[config.mk]
export PLATFORM = sky130hd
export DESIGN_NAME = ring_cutoff_ovr
export DESIGN_NICKNAME = d
export VERILOG_FILES = /design/src/rtl/rco_pkg.sv /design/src/rtl/rco_hook_detect.sv /design/src/rtl/rco_target_dec.sv /design/src/rtl/rco_trip_latch.sv /design/src/rtl/rco_pin_mux.sv /design/src/rtl/ring_cutoff_ovr.sv
export SDC_FILE = /design/constraint.sdc
export NUM_CORES = 1
export LEC_CHECK = 0
export ABC_AREA = 1
export BUFFER_PORTS_ARGS = -buffer_cell sky130_fd_sc_hd__buf_2
export CORE_ASPECT_RATIO = 0.6
export CORE_UTILIZATION = 30
export DETAILED_ROUTE_END_ITERATION = 6
export SLEW_MARGIN = 20
export SYNTH_ARGS = -nofsm -noshare
export SYNTH_HDL_FRONTEND = slang
export SYNTH_SLANG_ARGS = --single-unit
[constraint.sdc]
create_clock -name clk -period 1.3 [get_ports clk]
set_clock_uncertainty 0.15 [all_clocks]
set_input_delay 0.13 -clock clk [delete_from_list [all_inputs] [get_ports clk]]
set_output_delay 0.13 -clock clk [all_outputs]
set_load 0.02 [all_outputs]
[src/rtl/rco_pkg.sv]
package rco_pkg;
    localparam int N_IN  = 2;
    localparam int N_DED = 3;
    localparam int N_BID = 2;
    localparam int N_OUT = N_DED + N_BID;
    localparam int ISEL_W = (N_IN > 1) ? $clog2(N_IN) : 1;
    localparam int OSEL_W = $clog2(N_OUT + 3);

    typedef struct packed {
        logic             active;
        logic [N_OUT-1:0] tgt_oh;
    } trip_state_t;

    // True when any bit picked by mask sits at the ringing level
    function automatic logic at_ring_level(input logic [N_OUT-1:0] mask,
                                           input logic [N_OUT-1:0] regs,
                                           input logic             ring_lvl);
        return |(mask & ~(regs ^ {N_OUT{ring_lvl}}));
    endfunction
endpackage

[src/rtl/rco_hook_detect.sv]
module rco_hook_detect
    import rco_pkg::*;
#(
    parameter int NI = N_IN,
    localparam int SW = (NI > 1) ? $clog2(NI) : 1
) (
    input  logic [NI-1:0] sense_in,
    input  logic [SW-1:0] in_sel,
    input  logic          in_pol,
    output logic          off_hook
);
    always_comb begin
        off_hook = (sense_in[in_sel] == in_pol);
    end
endmodule

[src/rtl/rco_target_dec.sv]
module rco_target_dec
    import rco_pkg::*;
#(
    parameter int ND = N_DED,
    parameter int NB = N_BID,
    localparam int NO = ND + NB,
    localparam int SW = $clog2(NO + 3)
) (
    input  logic [SW-1:0] out_sel,
    input  logic [NB-1:0] bidir_oe,
    output logic [NO-1:0] tgt_oh
);
    for (genvar g = 0; g < NO; g++) begin : g_tgt
        if (g < ND) begin : g_ded
            assign tgt_oh[g] = (out_sel == SW'(g));
        end else begin : g_bid
            assign tgt_oh[g] = (out_sel == SW'(g)) && bidir_oe[g-ND];
        end
    end
endmodule

[src/rtl/rco_trip_latch.sv]
module rco_trip_latch
    import rco_pkg::*;
#(
    parameter int NO = N_OUT
) (
    input  logic          clk,
    input  logic          rst_n,
    input  logic          en,
    input  logic          off_hook,
    input  logic          ring_lvl,
    input  logic [NO-1:0] tgt_oh,
    input  logic [NO-1:0] regs,
    output logic [NO-1:0] flip_mask
);
    trip_state_t st_d, st_q;
    logic hold;
    logic arm;

    always_comb begin
        st_d = st_q;
        hold = st_q.active && en && (st_q.tgt_oh == tgt_oh)
               && at_ring_level(st_q.tgt_oh, regs, ring_lvl);
        arm  = en && off_hook && at_ring_level(tgt_oh, regs, ring_lvl);
        if (hold) begin
            st_d = st_q;
        end else if (arm) begin
            st_d.active = 1'b1;
            st_d.tgt_oh = tgt_oh;
        end else begin
            st_d.active = 1'b0;
            st_d.tgt_oh = '0;
        end
        flip_mask = hold ? st_q.tgt_oh : '0;
    end

    always_ff @(posedge clk or negedge rst_n) begin
        if (!rst_n) st_q <= '0;
        else        st_q <= st_d;
    end
endmodule

[src/rtl/rco_pin_mux.sv]
module rco_pin_mux
    import rco_pkg::*;
#(
    parameter int NO = N_OUT
) (
    input  logic [NO-1:0] regs,
    input  logic [NO-1:0] flip_mask,
    output logic [NO-1:0] pins
);
    for (genvar g = 0; g < NO; g++) begin : g_pin
        assign pins[g] = flip_mask[g] ? ~regs[g] : regs[g];
    end
endmodule

[src/rtl/ring_cutoff_ovr.sv]
module ring_cutoff_ovr
    import rco_pkg::*;
(
    input  logic              clk,
    input  logic              rst_n,
    input  logic              cfg_en,
    input  logic [ISEL_W-1:0] cfg_in_sel,
    input  logic [OSEL_W-1:0] cfg_out_sel,
    input  logic              cfg_in_pol,
    input  logic              cfg_out_pol,
    input  logic [N_IN-1:0]   sense_in,
    input  logic [N_OUT-1:0]  reg_drv,
    input  logic [N_BID-1:0]  bidir_oe,
    output logic [N_OUT-1:0]  pin_drv
);
    logic             off_hook;
    logic [N_OUT-1:0] tgt_oh;
    logic [N_OUT-1:0] flip_mask;

    rco_hook_detect #(.NI(N_IN)) u_det (
        .sense_in (sense_in),
        .in_sel   (cfg_in_sel),
        .in_pol   (cfg_in_pol),
        .off_hook (off_hook)
    );

    rco_target_dec #(.ND(N_DED), .NB(N_BID)) u_dec (
        .out_sel  (cfg_out_sel),
        .bidir_oe (bidir_oe),
        .tgt_oh   (tgt_oh)
    );

    rco_trip_latch #(.NO(N_OUT)) u_trip (
        .clk       (clk),
        .rst_n     (rst_n),
        .en        (cfg_en),
        .off_hook  (off_hook),
        .ring_lvl  (cfg_out_pol),
        .tgt_oh    (tgt_oh),
        .regs      (reg_drv),
        .flip_mask (flip_mask)
    );

    rco_pin_mux #(.NO(N_OUT)) u_mux (
        .regs      (reg_drv),
        .flip_mask (flip_mask),
        .pins      (pin_drv)
    );
endmodule

==> run summary <==
Status: finished with violations
Failing checks: negative setup slack
Slew headroom: 87.1%
Avg Cell Area, Syn: 5.38 um^2
Gate Count Post-Synth: 152
Fraction of registers with async set or reset after synthesis: 100%
Adder-cell share of the synthesized area: 0%
Fin Setup TNS: -4.38 ns
Fin. Hold Viols: 0
Worst Reg-to-Reg Cells: 11
Clock slew at reported path FFs: 0.03 ns
Final Cycle Share: 144%
Wire per inst: 11.6 um
Initial Utilization: 32.2%
DRT Wirelength: 2.81 mm
Overall die area: 2950 um^2
Final setup fails: 11
Most frequent cells in the layout: 51 x nand2_1, 30 x buf_4, 22 x nand2_2, 17 x buf_2, 15 x inv_1
GRT Residual Overflow: 0
Clock network fraction of total power: 37.3%
Core Footprint: 2540 um^2
RSZ-0062 raised after global routing: true
TritonCTS clock tree: built
Distinct cells, synth: 16
GRT Util Overall: 19.2%
Max reg flops: 6
Biggest regs: u_trip.st_q: 6 flops
Clock tree buffer depth: 2
Inserted Clock Buffers: 3
Initial antenna violation count: 0
Min cycle time layout: 1.87 ns
Slew Viols, Final: 0
EDFF count, synth: 0
Register area share after synthesis: 18.3%
Main combinational cell family by area after synthesis: simple AND/OR/NAND/NOR gates
Post-Synth XOR/XNOR Area: 1.07%
Dpl hpwl: 2.17 mm
Reg with most FFs: u_trip.st_q
Logic pwr share: 35.6%
Clock Sinks: 6
Max-cap violations: 0
Rows: 14
Crit path kind: register to output pin
WP data arrival: 1.59 ns
Leakage: 0.784 nW
Post-route DRC violation count: 0
Fin nets: 231
Power Total: 0.000713 W
Mapped Nets: 170
Mapped Area: 818 um^2
Ys flop type: dfrtp_1
Htree depth: 1
CTS Root Cell: clkbuf_8
Critical R2R Launch: u_trip.st_q[3]
Synth Register Bits: 6
Worst-margin pin slew: 0.192 ns
First-pass GRT wire length: 4.56 mm
Pwr/cell area: 487 nW/um^2
Boundary Pins: 23
Reg power frac: 27.1%
Placer Congestion: 0.906
Mux cell area share after synthesis: 0%
Area added between synthesis and finish: 78.7%
Die W: 69.4 um
Pin count of the biggest net entering global routing: 12
Startpoint types: register
Simple-gate portion of the synthesized area: 65.7%
First-pass iteration count of the detailed router: 4
ANT cells: 0
Die Height: 42.5 um
Hold Crit Class: input pin to async pin
Reg-to-reg slack, setup: -0.33 ns
Vias: 1158
Via density: 4.77
Commonest non-fill, non-tap cell in the layout: nand2_1
Critical Path Fanout Max: 6
Vias in the first global route: 1073
Final WS setup: -0.574 ns
Synth warn: 0
Post-route antenna net violation count: 0
Post-synthesis compound-gate area fraction: 2.45%
DRT iter0 DRCs: 53
Maximum operating frequency: 0.534 GHz
Share of layout cells above drive strength 1: 51.2%
Int Pwr: 0.000507 W
Switching Share: 28.8%
CP endpoint kind: output pin
Clock Latency Late Sink: 0.22 ns
Peak VDD IR: 0.000968 V
Psw: 0.000205 W
Port Buffer Count: 22
Reg-to-reg endpoint: u_trip.st_q[1]
Worst path required time: 1.02 ns
-- layout make-up --
type / instances / area [um^2]
timing repair buffer: 58 / 464
clock buffer: 3 / 41.3
sequential: 6 / 153
fill: 235 / 1080
multi-input combinational: 122 / 682
inverter: 22 / 82.6
tap: 32 / 40.0
-- what timing repair did --
item / in CTS / in global routing
endpoints found under the hold margin: 6 / 0
cloned: 0 / 1
pin swaps: 3 / 14
gates resized for setup: 9 / 33
setup buffers: 3 / 3
hold buffers: 1 / 0
endpoints found under the setup margin: 11 / 11
-- per-layer routing --
metal / global-route usage [%] / routed length, um
met1: 26.8 / 1390
met2: 31.1 / 1260
met3: 3.85 / 140
met4: 3.27 / 16
met5: 0 / 0
-- cell families (layout without fill, tap and decap cells) --
kind of cell              count (synthesis)  count (layout)
and+or+nand+nor                         119             119
buffers and inverters                    24              83
DFF                                       6               6
AOI/OAI and AO/OA                         2               2
xor gates and xnor gates                  1               1
-- cells in the mapped netlist (2+ instances only) --
| master | n | area [um^2] |
|---|---|---|
| nand2_1 | 72 | 270 |
| inv_1 | 16 | 60.1 |
| nand3_1 | 16 | 80.1 |
| nor2_1 | 12 | 45.0 |
| dfrtp_1 | 6 | 150 |
| inv_2 | 6 | 22.5 |
| nand3_2 | 6 | 60.1 |
| nand4_1 | 6 | 37.5 |
| nor2_2 | 4 | 25.0 |
| nand2_2 | 2 | 12.5 |
-- per-stage QoR --
stage               cells  setup slack [ns]  hold WS (ns)  util, %  instance area, um^2
floorplan             152            -0.156        -0.316        -                  831
global placement      233            -0.425        -0.195     47.4                 1200
detailed placement    233            -0.424        -0.193     47.4                 1200
CTS                   240            -0.547         0.110     51.5                 1310
global route          243            -0.668         0.124     57.6                 1460
finish                243            -0.574         0.114     57.6                 1460
-- critical path, cell delays in order, from the launching register on --
cell and delay, ns:
dfrtp_2 0.43, inv_2 0.05, nand3_2 0.08, nand2_1 0.05, inv_1 0.06, nand2_2 0.06
nor2_4 0.17, buf_12 0.16, nand3_4 0.08, nand2_2 0.07, nand2_2 0.04, buf_6 0.12
-- worst max-delay path by stage --
stage                     slack [ns]            from  cells after the start    endpoint
after floorplan                -0.16  u_trip.st_q[3]                     10  pin_drv[3]
after global placement         -0.42  u_trip.st_q[3]                     11  pin_drv[3]
after detailed placement       -0.42  u_trip.st_q[3]                     11  pin_drv[3]
after CTS                      -0.55  u_trip.st_q[3]                     11  pin_drv[3]
after global routing           -0.67  u_trip.st_q[3]                     11  pin_drv[4]
final                          -0.57  u_trip.st_q[3]                     11  pin_drv[3]
-- power by group through the flow --
stage	logic [W]	clock network, W	registers [W]
2_1_floorplan	0.000101	0	0.000194
3_3_place_gp	0.000211	0	0.000195
3_5_place_dp	0.000216	0	0.000195
4_1_cts	0.000227	0.000275	0.000193
5_1_grt	0.000278	0.000293	0.000193
6_report	0.000254	0.000266	0.000193
Power figures use the tool's default switching activity.
